### config.mk
export PLATFORM = sky130hd
export DESIGN_NAME = serial_tx_buffered
export DESIGN_NICKNAME = d
export VERILOG_FILES = /design/src/rtl/sertx_pkg.sv /design/src/rtl/sertx_holdreg.sv /design/src/rtl/sertx_shifter.sv /design/src/rtl/sertx_ctl.sv /design/src/rtl/serial_tx_buffered.sv
export SDC_FILE = /design/constraint.sdc
export NUM_CORES = 1
export LEC_CHECK = 0
export BUFFER_PORTS_ARGS = -buffer_cell sky130_fd_sc_hd__clkbuf_2
export CORE_ASPECT_RATIO = 0.9
export CORE_MARGIN = 5
export CORE_UTILIZATION = 55
export CTS_CLUSTER_SIZE = 28
export DETAILED_ROUTE_END_ITERATION = 10
export GPL_ROUTABILITY_DRIVEN = 0
export PLACE_DENSITY = 0.8
export SLEW_MARGIN = 20
export SYNTH_ARGS = -nofsm -noshare
export SYNTH_HDL_FRONTEND = slang
export SYNTH_HIERARCHICAL = 1
export SYNTH_SLANG_ARGS = --single-unit
### constraint.sdc
create_clock -name clk -period 2.4 [get_ports clk]
set_clock_uncertainty 0.1 [all_clocks]
set_input_delay 0.24 -clock clk [delete_from_list [all_inputs] [get_ports clk]]
set_output_delay 0.24 -clock clk [all_outputs]
set_load 0.01 [all_outputs]
### src/rtl/sertx_pkg.sv
// Shared constants and helpers for the buffered serial transmitter.
// Assumes one start bit and one stop bit per frame.
package sertx_pkg;

    // Start bit, stop bit and the optional ninth bit around the data field.
    localparam int unsigned SERTX_FRAME_EXTRA = 3;

    // Number of bit times a frame occupies on the line.
    function automatic int unsigned sertx_frame_bits(input int unsigned dw, input logic nine);
        return dw + (nine ? 32'd3 : 32'd2);
    endfunction

endpackage

### src/rtl/sertx_holdreg.sv
// One-entry holding register in front of the shift register.
// A write always lands, even when the register is full: the new
// character replaces the old one. A take empties the register unless
// a write arrives in the same cycle.
module sertx_holdreg #(
    parameter int unsigned DATA_W = 8
) (
    input  logic              clk,
    input  logic              rst_n,
    input  logic              wr_en,
    input  logic [DATA_W-1:0] wr_data,
    input  logic              wr_b8,
    input  logic              take,
    output logic              full,
    output logic [DATA_W-1:0] data,
    output logic              b8
);

    // Capture written characters and track occupancy.
    always_ff @(posedge clk) begin
        if (!rst_n) begin
            full <= 1'b0;
            data <= '0;
            b8   <= 1'b0;
        end else if (wr_en) begin
            full <= 1'b1;
            data <= wr_data;
            b8   <= wr_b8;
        end else if (take) begin
            full <= 1'b0;
        end
    end


    hold_fill_chk: assert property (@(posedge clk) disable iff (!rst_n)
        wr_en |=> full);


    hold_drain_chk: assert property (@(posedge clk) disable iff (!rst_n)
        (take && !wr_en) |=> !full);

endmodule

### src/rtl/sertx_shifter.sv
// Frame shifter with its own bit pacer.
// On load it builds the whole frame (start, data, optional ninth bit,
// stop) in one register and shifts it out bit 0 first. Each bit lasts
// SLOW_TICKS or FAST_TICKS baud ticks. The speed and the frame length
// are latched at load. Assumes load is only raised when idle or in
// the frame_end cycle.
module sertx_shifter
    import sertx_pkg::*;
#(
    parameter int unsigned DATA_W     = 8,
    parameter int unsigned SLOW_TICKS = 16,
    parameter int unsigned FAST_TICKS = 8
) (
    input  logic              clk,
    input  logic              rst_n,
    input  logic              baud_tick,
    input  logic              load,
    input  logic [DATA_W-1:0] ld_data,
    input  logic              ld_b8,
    input  logic              ld_nine,
    input  logic              ld_fast,
    output logic              busy,
    output logic              frame_end,
    output logic              txd
);

    localparam int unsigned FW = DATA_W + SERTX_FRAME_EXTRA;
    localparam int unsigned CW = $clog2(SLOW_TICKS);
    localparam int unsigned BW = $clog2(FW + 1);
    localparam logic [BW-1:0] LEN_NINE  = BW'(sertx_frame_bits(DATA_W, 1'b1));
    localparam logic [BW-1:0] LEN_EIGHT = BW'(sertx_frame_bits(DATA_W, 1'b0));
    localparam logic [CW-1:0] LAST_SLOW = CW'(SLOW_TICKS - 1);
    localparam logic [CW-1:0] LAST_FAST = CW'(FAST_TICKS - 1);

    logic [FW-1:0] shreg;
    logic [CW-1:0] cnt;
    logic [BW-1:0] left;
    logic          fast_q;
    logic [CW-1:0] tick_last;
    logic          bit_end;
    logic [FW-1:0] frame_img;

    // Last tick index of the current bit, from the speed latched at load.
    always_comb tick_last = fast_q ? LAST_FAST : LAST_SLOW;

    // A bit ends on the tick that completes its tick count.
    always_comb bit_end = busy && baud_tick && (cnt == tick_last);

    // The frame ends with the last bit; the holder may reload here.
    always_comb frame_end = bit_end && (left == BW'(1));

    // Frame image: stop, optional ninth bit, data, start at bit 0.
    always_comb begin
        if (ld_nine) frame_img = {1'b1, ld_b8, ld_data, 1'b0};
        else         frame_img = {1'b1, 1'b1, ld_data, 1'b0};
    end

    // Load, pace and shift the frame.
    always_ff @(posedge clk) begin
        if (!rst_n) begin
            busy   <= 1'b0;
            shreg  <= '1;
            cnt    <= '0;
            left   <= '0;
            fast_q <= 1'b0;
        end else if (load) begin
            busy   <= 1'b1;
            shreg  <= frame_img;
            cnt    <= '0;
            left   <= ld_nine ? LEN_NINE : LEN_EIGHT;
            fast_q <= ld_fast;
        end else if (bit_end) begin
            shreg <= {1'b1, shreg[FW-1:1]};
            cnt   <= '0;
            left  <= left - BW'(1);
            if (left == BW'(1)) busy <= 1'b0;
        end else if (busy && baud_tick) begin
            cnt <= cnt + CW'(1);
        end
    end

    // Line drive: the current frame bit, high when idle.
    always_comb txd = busy ? shreg[0] : 1'b1;


    start_low_chk: assert property (@(posedge clk) disable iff (!rst_n)
        $rose(busy) |-> !txd);


    tick_range_chk: assert property (@(posedge clk) disable iff (!rst_n)
        busy |-> (cnt <= tick_last));


    chain_start_chk: assert property (@(posedge clk) disable iff (!rst_n)
        (frame_end && load) |=> (busy && !txd));

endmodule

### src/rtl/sertx_ctl.sv
// Enable handling, the done flag and the interrupt requests.
// A fall of tx_on while a character is held marks that character as
// owed, so it is still sent. The done flag is set at a frame end that
// is not followed by a new frame; setting takes priority over clearing.
module sertx_ctl (
    input  logic clk,
    input  logic rst_n,
    input  logic tx_on,
    input  logic hold_full,
    input  logic load,
    input  logic frame_end,
    input  logic done_clr,
    input  logic done_ack,
    input  logic ie_empty,
    input  logic ie_done,
    output logic send_ok,
    output logic flag_done,
    output logic irq_empty,
    output logic irq_done
);

    logic en_q;
    logic owed;
    logic en_fall;

    always_comb en_fall = en_q && !tx_on;

    // Remember the enable and whether a held character must still go out.
    always_ff @(posedge clk) begin
        if (!rst_n) begin
            en_q <= 1'b0;
            owed <= 1'b0;
        end else begin
            en_q <= tx_on;
            if (en_fall && hold_full && !load) owed <= 1'b1;
            else if (load || tx_on)            owed <= 1'b0;
        end
    end

    // A load may start while enabled, in the cycle the enable falls, or while draining.
    always_comb send_ok = tx_on || owed || (en_q && hold_full);

    // Done flag: set by an unfollowed frame end, cleared by write-one or acknowledge.
    always_ff @(posedge clk) begin
        if (!rst_n)                     flag_done <= 1'b0;
        else if (frame_end && !load)    flag_done <= 1'b1;
        else if (done_clr || done_ack)  flag_done <= 1'b0;
    end

    // Level interrupt requests.
    always_comb irq_empty = !hold_full && ie_empty;
    always_comb irq_done  = flag_done && ie_done;


    done_set_chk: assert property (@(posedge clk) disable iff (!rst_n)
        (frame_end && !load) |=> flag_done);


    done_sticky_chk: assert property (@(posedge clk) disable iff (!rst_n)
        (flag_done && !done_clr && !done_ack) |=> flag_done);


    done_clear_chk: assert property (@(posedge clk) disable iff (!rst_n)
        (flag_done && (done_clr || done_ack) && !frame_end) |=> !flag_done);


    parked_chk: assert property (@(posedge clk) disable iff (!rst_n)
        (!tx_on && !en_q && !owed) |-> !load);

endmodule

### src/rtl/serial_tx_buffered.sv
// Buffered asynchronous serial transmitter: holding register, frame
// shifter and control. Assumes baud_tick is a one-cycle pulse from an
// external rate generator. The holding register hands a character
// over when the shifter is idle or finishing a frame.
module serial_tx_buffered #(
    parameter int unsigned DATA_W     = 8,
    parameter int unsigned SLOW_TICKS = 16,
    parameter int unsigned FAST_TICKS = 8
) (
    input  logic              clk,
    input  logic              rst_n,
    input  logic              baud_tick,
    input  logic              tx_on,
    input  logic              cfg_nine,
    input  logic              cfg_fast,
    input  logic              wr_en,
    input  logic [DATA_W-1:0] wr_data,
    input  logic              wr_b8,
    input  logic              done_clr,
    input  logic              done_ack,
    input  logic              ie_empty,
    input  logic              ie_done,
    output logic              txd,
    output logic              flag_empty,
    output logic              flag_done,
    output logic              irq_empty,
    output logic              irq_done
);

    logic              hold_full;
    logic [DATA_W-1:0] hold_data;
    logic              hold_b8;
    logic              busy;
    logic              frame_end;
    logic              send_ok;
    logic              load;

    // Handover: a held character enters the shifter when it is free.
    always_comb load = hold_full && send_ok && (!busy || frame_end);

    // Empty flag mirrors the holding register occupancy.
    always_comb flag_empty = !hold_full;

    sertx_holdreg #(.DATA_W(DATA_W)) i_hold (
        .clk     (clk),
        .rst_n   (rst_n),
        .wr_en   (wr_en),
        .wr_data (wr_data),
        .wr_b8   (wr_b8),
        .take    (load),
        .full    (hold_full),
        .data    (hold_data),
        .b8      (hold_b8)
    );

    sertx_shifter #(
        .DATA_W     (DATA_W),
        .SLOW_TICKS (SLOW_TICKS),
        .FAST_TICKS (FAST_TICKS)
    ) i_shift (
        .clk       (clk),
        .rst_n     (rst_n),
        .baud_tick (baud_tick),
        .load      (load),
        .ld_data   (hold_data),
        .ld_b8     (hold_b8),
        .ld_nine   (cfg_nine),
        .ld_fast   (cfg_fast),
        .busy      (busy),
        .frame_end (frame_end),
        .txd       (txd)
    );

    sertx_ctl i_ctl (
        .clk       (clk),
        .rst_n     (rst_n),
        .tx_on     (tx_on),
        .hold_full (hold_full),
        .load      (load),
        .frame_end (frame_end),
        .done_clr  (done_clr),
        .done_ack  (done_ack),
        .ie_empty  (ie_empty),
        .ie_done   (ie_done),
        .send_ok   (send_ok),
        .flag_done (flag_done),
        .irq_empty (irq_empty),
        .irq_done  (irq_done)
    );


    empty_clear_chk: assert property (@(posedge clk) disable iff (!rst_n)
        wr_en |=> !flag_empty);


    drain_keep_chk: assert property (@(posedge clk) disable iff (!rst_n)
        (busy && !frame_end) |=> busy);

endmodule

==> insert_results.sql, run 1 <==
INSERT INTO impl_metrics (metric_group, metric, value, unit) VALUES
('global_route', 'antenna_violations_before_repair', '0', ''),
('final_layout', 'flow.area_growth_from_synthesis', '15.51', '%'),
('sta', 'hold_viol', '0', ''),
('final_layout', 'num-fill-cells', '241', ''),
('status', 'result_of_the_run', 'complete, no violations', ''),
('setup_path', 'cp.required', '2.52', 'ns'),
('sta', 'maxSlewHeadroom', '0.6258', ''),
('drt', 'number_of_vias_per_cell_after_detailed_routing', '5.492', ''),
('run', 'cap_viol_max_count', '0', ''),
('clock_network', 'ctsHtreeMaxLevel', '2', ''),
('sta', 'achievable-frequency', '445.4', 'MHz'),
('logic_synthesis', 'synth.distinct_cells', '39', ''),
('clock_network', 'clock_tree.buffer_depth', '2', ''),
('drt', 'dr.pass1.iters', '4', ''),
('placement', 'place.detailed.hpwl', '2253', 'um'),
('setup_path', 'critical-path-slowest-cell', 'or3b_2', ''),
('global_route', 'grt_overflow', '0', ''),
('logic_synthesis', 'synth-main-ff-cell', 'dfxtp_1', ''),
('placement', 'port_buffers', '24', ''),
('sta', 'report.final.setup_viol', '0', ''),
('clock_network', 'postCtsSetupBuffers', '0', ''),
('power', 'power_density', '559.5', 'nW/um^2'),
('clock_network', 'clk_pin_slew_worst_paths', '0.10', 'ns'),
('sta', 'timing.final.crit_share', '0.9356', ''),
('die', 'fp.coreArea', '2770', 'um^2'),
('setup_path', 'critPathMaxFanout', '11', ''),
('logic_synthesis', 'postSynthRegisterBits', '33', ''),
('global_route', 'grt_use_total', '0.1774', ''),
('setup_path', 'class_of_the_most_critical_setup_path', 'reg2reg', ''),
('sta', 'timing.final.max_slew_violations', '0', ''),
('setup_path', 'worst_path_dominant_cell_family', 'simple AND/OR/NAND/NOR gates', ''),
('drt', 'routed_len_inst', '12.99', 'um'),
('drt', 'number_of_drc_markers_in_iteration_0', '50', ''),
('final_layout', 'multiInputGateArea', '849.6', 'um^2'),
('logic_synthesis', 'synthArstFlopShare', '0', ''),
('power', 'static-leakage-power', '0.7243', 'nW'),
('die', 'floorplan.rows', '18', ''),
('power', 'peakVddDrop', '409.8', 'uV'),
('worst_hold_path', 'hold_path_class', 'in2reg', ''),
('drt', 'route.vias.total', '1329', ''),
('global_route', 'grt_start_max_net_pins', '24', ''),
('sta', 'unrepaired_setup_endpoints_after_global_routing', 'no', ''),
('sta', 'fin_crit', '2.245', 'ns'),
('drt', 'antenna_violating_nets_post_route', '0', ''),
('final_layout', 'antenna_cells', '0', ''),
('final_layout', 'stdcell_area', '1836', 'um^2'),
('worst_hold_path', 'whs_path_depth', '3', ''),
('clock_network', 'clk-insertion-delay-late', '0.34', 'ns'),
('power', 'report.power.total', '0.001027', 'W'),
('logic_synthesis', 'post_synth_instance_area', '1589', 'um^2'),
('setup_path', 'critical_path.startpoint_type', 'flip-flop', ''),
('global_route', 'grt_pass1_wl', '5416', 'um'),
('setup_path', 'arrival', '2.37', 'ns'),
('setup_path', 'worstPathCellList', 'ha_1 > and4_1 > and4_2 > inv_1 > a21oi_2 > buf_4 > or3b_2 > nor3_1 > a311oi_1', ''),
('clock_network', 'cts_tree', 'done', ''),
('clock_network', 'root_buffer', 'clkbuf_4', ''),
('global_route', 'grt_pass1_vias', '1288', ''),
('setup_path', 'reg2regPathDepth', '9', ''),
('die', 'dieWidth', '66.66', 'um'),
('die', 'die_height', '60.99', 'um'),
('die', 'die_area', '4066', 'um^2'),
('setup_path', 'crit_path_max_incr_delay', '0.46', 'ns'),
('clock_network', 'cts_num_sinks', '33', ''),
('sta', 'setup_total_negative_slack', '0', 'ns'),
('clock_network', 'cts_buffers', '5', ''),
('logic_synthesis', 'yosys_warnings', '6', ''),
('logic_synthesis', 'synth-edff-count', '0', ''),
('final_layout', 'num-nets-final', '224', ''),
('logic_synthesis', 'synth_cells', '170', ''),
('setup_path', 'timing.critical_path.depth', '9', ''),
('setup_path', 'critical_path.n_buffers_inverters', '2', ''),
('drt', 'drc_errors', '0', ''),
('drt', 'drt_total_wl', '3144', 'um'),
('placement', 'dpl_cell_area', '1755', 'um^2'),
('logic_synthesis', 'syn_avg_cell_area', '9.347', 'um^2'),
('final_layout', 'post_route_cells_drive_above_1_share', '0.2673', ''),
('logic_synthesis', 'synth_fp_nets', '193', ''),
('die', 'start_util', '0.5736', ''),
('die', 'num_io_pins', '25', ''),
('setup_path', 'worst_setup_path_end_kind', 'flip-flop', ''),
('logic_synthesis', 'seq_area_frac_synth', '0.4157', ''),
('final_layout', 'register_cell_area_after_layout', '660.6', 'um^2'),
('sta', 'worstMarginPinSlew', '0.5585', 'ns');
==> sequential cells by signal (all words and copies together) (netlist names), 4 cells and up <==
signal         flops
i_shift/shreg     10
i_hold/data        8
i_shift/cnt        4
i_shift/left       4
==> final timing paths <==
path	startpoint	endpoint	slack, ns
worst max register to register	i_shift/cnt[0]	i_shift/shreg[5]	0.15
worst max-delay path	i_shift/cnt[0]	i_shift/shreg[5]	0.15
worst min register to register	i_hold/data[4]	i_shift/shreg[5]	0.38
worst min-delay path	cfg_fast	i_shift/fast_q	0.06
==> power breakdown <==
| group | internal [W] | leakage [nW] | total [W] | switching, W |
|---|---|---|---|---|
| Combinational | 0.0000661 | 0.422 | 0.000137 | 0.0000706 |
| Sequential | 0.000578 | 0.271 | 0.000594 | 0.0000164 |
| Clock | 0.000111 | 0.0320 | 0.000296 | 0.000185 |
| Total | 0.000755 | 0.724 | 0.00103 | 0.000272 |
==> logic make-up (layout without fill, tap and decap cells) <==
logic type / after synthesis / count (layout) / synth area share
fa+ha+maj: 3 / 3 / 0.02362
flops: 33 / 33 / 0.4157
buf+inv: 19 / 51 / 0.06142
xor+xnor: 4 / 4 / 0.03150
simple gates: 67 / 67 / 0.2575
compound gates: 34 / 34 / 0.1473
mux: 10 / 10 / 0.06299
==> worst reg2reg max path, cell delays in order (launching register included) <==
cell	delay, ns
dfxtp_1	0.34
ha_1	0.23
and4_1	0.21
and4_2	0.23
inv_1	0.07
a21oi_2	0.07
buf_4	0.18
or3b_2	0.46
nor3_1	0.17
a311oi_1	0.07
==> Yosys cell counts (all sizes together) (2+ instances only) <==
cell | number | area (um^2)
and4 | 3 | 28.78
a311oi | 8 | 70.07
a21oi | 10 | 57.56
or3b | 6 | 52.55
nand4 | 3 | 18.77
buf | 6 | 48.79
nand3 | 4 | 20.02
a31oi | 2 | 12.51
xnor2 | 2 | 25.03
o21ai | 6 | 30.03
o21a | 3 | 22.52
and2 | 3 | 18.77
nor3b | 5 | 37.54
xor2 | 2 | 25.03
clkbuf | 2 | 7.510
nand2 | 9 | 33.78
nor2b | 13 | 81.33
dfxtp | 33 | 660.6
inv | 11 | 41.29
mux2i | 10 | 100.1
ha | 3 | 37.54
nor3 | 7 | 35.03
nor2 | 8 | 30.03
==> area by class of cell <==
type                       instances  area share
multi-input combinational        118      0.4628
sequential                        33      0.3599
timing repair buffer              32     0.09952
tap                               40     0.02727
clock buffer                       6     0.02249
inverter                          11     0.02249
clock inverter                     2    0.005453
==> per-layer routing <==
metal | up-vias | GRT usage | wire length, um
li1 | 669 | - | -
met1 | 624 | 0.1920 | 1425
met2 | 31 | 0.3206 | 1466
met3 | 5 | 0.06111 | 202
met4 | 0 | 0.06957 | 49
met5 | - | 0 | 0
==> cell usage in the layout, fill, tap and decap left out, types with 2 or more instances in the layout <==
cell      count
nor3b_1       5
nand4_1       3
nor3_1        7
and2_1        3
a31oi_1       2
or3b_2        6
and4_2        2
mux2i_1      10
inv_1        11
clkbuf_4      5
nor2b_1      13
dfxtp_1      33
clkbuf_2     24
o21a_1        3
a21oi_2       2
ha_1          3
a21oi_1       8
nor2_1        8
o21ai_0       6
nand3_1       4
buf_4         7
a311oi_1      8
nand2_1       9
clkinv_2      2
==> per-stage QoR <==
| step | std cells | setup WS, ns | util | hold slack, ns |
|---|---|---|---|---|
| floorplan | 170 | 0.1461 | - | 0.2142 |
| global placement | 233 | 0.1861 | 0.6337 | 0.3377 |
| detailed placement | 233 | 0.07688 | 0.6337 | 0.3468 |
| CTS | 242 | 0.06072 | 0.6558 | 0.04607 |
| global route | 242 | 0.03674 | 0.6626 | 0.04290 |
| finish | 242 | 0.1546 | 0.6626 | 0.05651 |
==> what timing repair did <==
| action | CTS | global route |
|---|---|---|
| endpoints found under the hold margin | 1 | 0 |
| endpoints found under the setup margin | 0 | 1 |
| hold buffers | 1 | 0 |
| resized for setup | 0 | 3 |
Power figures use the tool's default switching activity.
==> run 2: changes to the inputs <==
- CTS_BUF_LIST: default -> sky130_fd_sc_hd__clkbuf_4
==> run 2 against run 1 <==
Sequential cell count unchanged; design area increased by 0.20%; non-clock buffer count unchanged; routed wire length unchanged; combinational power about the same; register-to-register slack about the same; worst setup slack about the same; cell count unchanged; fmax about the same; critical path depth unchanged; via count unchanged; worst hold slack about the same.
==> insert_results.sql, run 2 (synthesis gave the netlist of run 1 again) <==
INSERT INTO impl_metrics (metric_group, metric, value, unit) VALUES
('sta', 'finalHoldWorstSlack', '0.05655', 'ns'),
('final_layout', 'registers.top_by_ff_count', 'i_shift/shreg', ''),
('clock_network', 'cts_buffers', '5', ''),
('clock_network', 'postCtsSetupBuffers', '0', ''),
('final_layout', 'largest_register_ff_count', '10', ''),
('drt', 'antenna_violating_nets_post_route', '0', ''),
('drt', 'drt_total_wl', '3144', 'um'),
('setup_path', 'worst_path_dominant_cell_family', 'simple AND/OR/NAND/NOR gates', ''),
('worst_hold_path', 'hold_path_class', 'in2reg', ''),
('setup_path', 'critical_path.n_buffers_inverters', '2', ''),
('clock_network', 'clk_pin_slew_worst_paths', '0.10', 'ns'),
('setup_path', 'critical-path-slowest-cell', 'or3b_2', ''),
('global_route', 'global_route.usage.met1', '0.1920', ''),
('final_layout', 'antenna_cells', '0', ''),
('setup_path', 'crit_path_max_incr_delay', '0.46', 'ns'),
('global_route', 'grt_pass1_vias', '1288', ''),
('power', 'static-leakage-power', '0.7277', 'nW'),
('placement', 'port_buffers', '24', ''),
('final_layout', 'post_route_cells_drive_above_1_share', '0.2723', ''),
('worst_hold_path', 'hold_start', 'cfg_fast', ''),
('final_layout', 'commonest_cells_after_routing_fill_and_taps_aside', '33 x dfxtp_1, 24 x clkbuf_2, 13 x nor2b_1', ''),
('die', 'dieWidth', '66.66', 'um'),
('run', 'cap_viol_max_count', '0', ''),
('die', 'num_io_pins', '25', ''),
('setup_path', 'worst_setup_path_end_kind', 'flip-flop', ''),
('clock_network', 'clk-insertion-delay-late', '0.34', 'ns'),
('sta', 'maxSlewHeadroom', '0.6258', ''),
('setup_path', 'cp.required', '2.52', 'ns'),
('die', 'fp.coreArea', '2770', 'um^2'),
('drt', 'dr.pass1.iters', '4', ''),
('drt', 'route.vias.total', '1329', ''),
('final_layout', 'final_core_util', '0.6640', ''),
('clock_network', 'clock_tree.buffer_depth', '2', ''),
('power', 'power_density', '564.5', 'nW/um^2'),
('setup_path', 'regToRegEndpoint', 'i_shift/shreg[5]', ''),
('clock_network', 'cts_tree', 'done', ''),
('status', 'result_of_the_run', 'complete, no violations', ''),
('sta', 'timing.final.max_slew_violations', '0', ''),
('die', 'start_util', '0.5736', ''),
('drt', 'number_of_drc_markers_in_iteration_0', '49', ''),
('sta', 'report.final.setup_viol', '0', ''),
('global_route', 'met2_usage', '0.3206', ''),
('global_route', 'grt_pass1_wl', '5416', 'um'),
('placement', 'place.detailed.hpwl', '2253', 'um'),
('sta', 'hold_viol', '0', ''),
('global_route', 'globalRoute.busiestLayer', 'met2', ''),
('setup_path', 'r2r_slack', '0.15', 'ns'),
('sta', 'unrepaired_setup_endpoints_after_global_routing', 'no', ''),
('setup_path', 'worstPathCellList', 'ha_1 > and4_1 > and4_2 > inv_1 > a21oi_2 > buf_4 > or3b_2 > nor3_1 > a311oi_1', ''),
('clock_network', 'ctsHtreeMaxLevel', '2', ''),
('final_layout', 'num-nets-final', '224', ''),
('worst_hold_path', 'hold_crit_endpoint', 'i_shift/fast_q', ''),
('final_layout', 'layout.cells.most_common', 'dfxtp_1', ''),
('global_route', 'grt_use_total', '0.1774', ''),
('drt', 'number_of_vias_per_cell_after_detailed_routing', '5.492', ''),
('setup_path', 'class_of_the_most_critical_setup_path', 'reg2reg', ''),
('clock_network', 'cts_num_sinks', '33', ''),
('global_route', 'met3_usage_in_global_routing', '0.06111', ''),
('sta', 'timing.final.crit_share', '0.9356', ''),
('sta', 'setup_total_negative_slack', '0', 'ns'),
('sta', 'achievable-frequency', '445.4', 'MHz'),
('final_layout', 'biggest_registers_after_layout', 'i_shift/shreg (10), i_hold/data (8)', ''),
('global_route', 'grt_start_max_net_pins', '24', ''),
('worst_hold_path', 'whs_path_depth', '3', ''),
('setup_path', 'arrival', '2.37', 'ns'),
('die', 'die_height', '60.99', 'um'),
('setup_path', 'worstReg2RegStart', 'i_shift/cnt[0]', ''),
('sta', 'worstMarginPinSlew', '0.5585', 'ns'),
('final_layout', 'flow.area_growth_from_synthesis', '15.75', '%'),
('sta', 'fin_crit', '2.245', 'ns'),
('die', 'floorplan.rows', '18', ''),
('setup_path', 'critPathMaxFanout', '11', ''),
('setup_path', 'reg2regPathDepth', '9', ''),
('power', 'peakVddDrop', '430.9', 'uV'),
('clock_network', 'root_buffer', 'clkbuf_4', ''),
('global_route', 'antenna_violations_before_repair', '0', ''),
('setup_path', 'critical_path.startpoint_type', 'flip-flop', ''),
('drt', 'routed_len_inst', '12.99', 'um'),
('drt', 'drc_errors', '0', ''),
('die', 'die_area', '4066', 'um^2'),
('global_route', 'grt_overflow', '0', '');
-- run 2: cell counts in the layout (fill, tap and decap cells not counted) --
Identical to the previous run, type by type.
-- run 2: area by class of cell --
cell class | count | area, um^2
Inverter | 11 | 41.29
Tap cell | 40 | 50.05
Sequential cell | 33 | 660.6
Multi-Input combinational cell | 118 | 849.6
Timing Repair Buffer | 32 | 182.7
Clock buffer | 6 | 45.04
Clock inverter | 2 | 10.01
Fill cell | 240 | 930.9
-- run 2: per-layer routing --
layer	part of all wire	wire, um
met4	0.016	49
met3	0.064	202
met1	0.45	1426
met2	0.47	1465
met5	0	0
-- run 2: worst reg2reg max path, cell delays in order (launching register included) --
cell,delay (ns)
dfxtp_1,0.34
ha_1,0.23
and4_1,0.21
and4_2,0.23
inv_1,0.07
a21oi_2,0.07
buf_4,0.18
or3b_2,0.46
nor3_1,0.17
a311oi_1,0.07
-- run 2: how the worst max path moves through the flow --
stage	startpoint	endpoint	slack (ns)	cells after the start
2_1_floorplan	i_shift/cnt[0]	i_shift/left[3]	0.15	8
4_1_cts	i_shift/cnt[0]	i_shift/left[3]	0.06	8
5_1_grt	i_shift/cnt[0]	i_shift/shreg[3]	0.04	9
6_report	i_shift/cnt[0]	i_shift/shreg[5]	0.15	9
3_5_place_dp	i_shift/cnt[0]	i_shift/left[3]	0.08	8
3_3_place_gp	i_shift/cnt[0]	i_shift/left[3]	0.19	8
-- run 2: through the flow --
stage	cells	cell area (um^2)	power [W]	setup slack [ns]
global route	242	1839	0.001095	0.03674
detailed placement	233	1755	0.0007394	0.07688
CTS	242	1821	0.001049	0.06072
global placement	233	1755	0.0007329	0.1861
finish	242	1839	0.001038	0.1546
floorplan	170	1589	0.0006934	0.1461
-- run 2: repair_timing --
item                       CTS  global route
hold buffers                 1             0
gates resized for setup      0             3
setup endpoints to repair    0             1
hold endpoints to repair     1             0
-- run 2: power breakdown --
part	leakage, nW	internal, W	total (W)	switching, W
Sequential	0.271	0.000578	0.000594	0.0000164
Combinational	0.422	0.0000661	0.000137	0.0000706
Clock	0.0354	0.000123	0.000307	0.000185
Total	0.728	0.000767	0.00104	0.000272
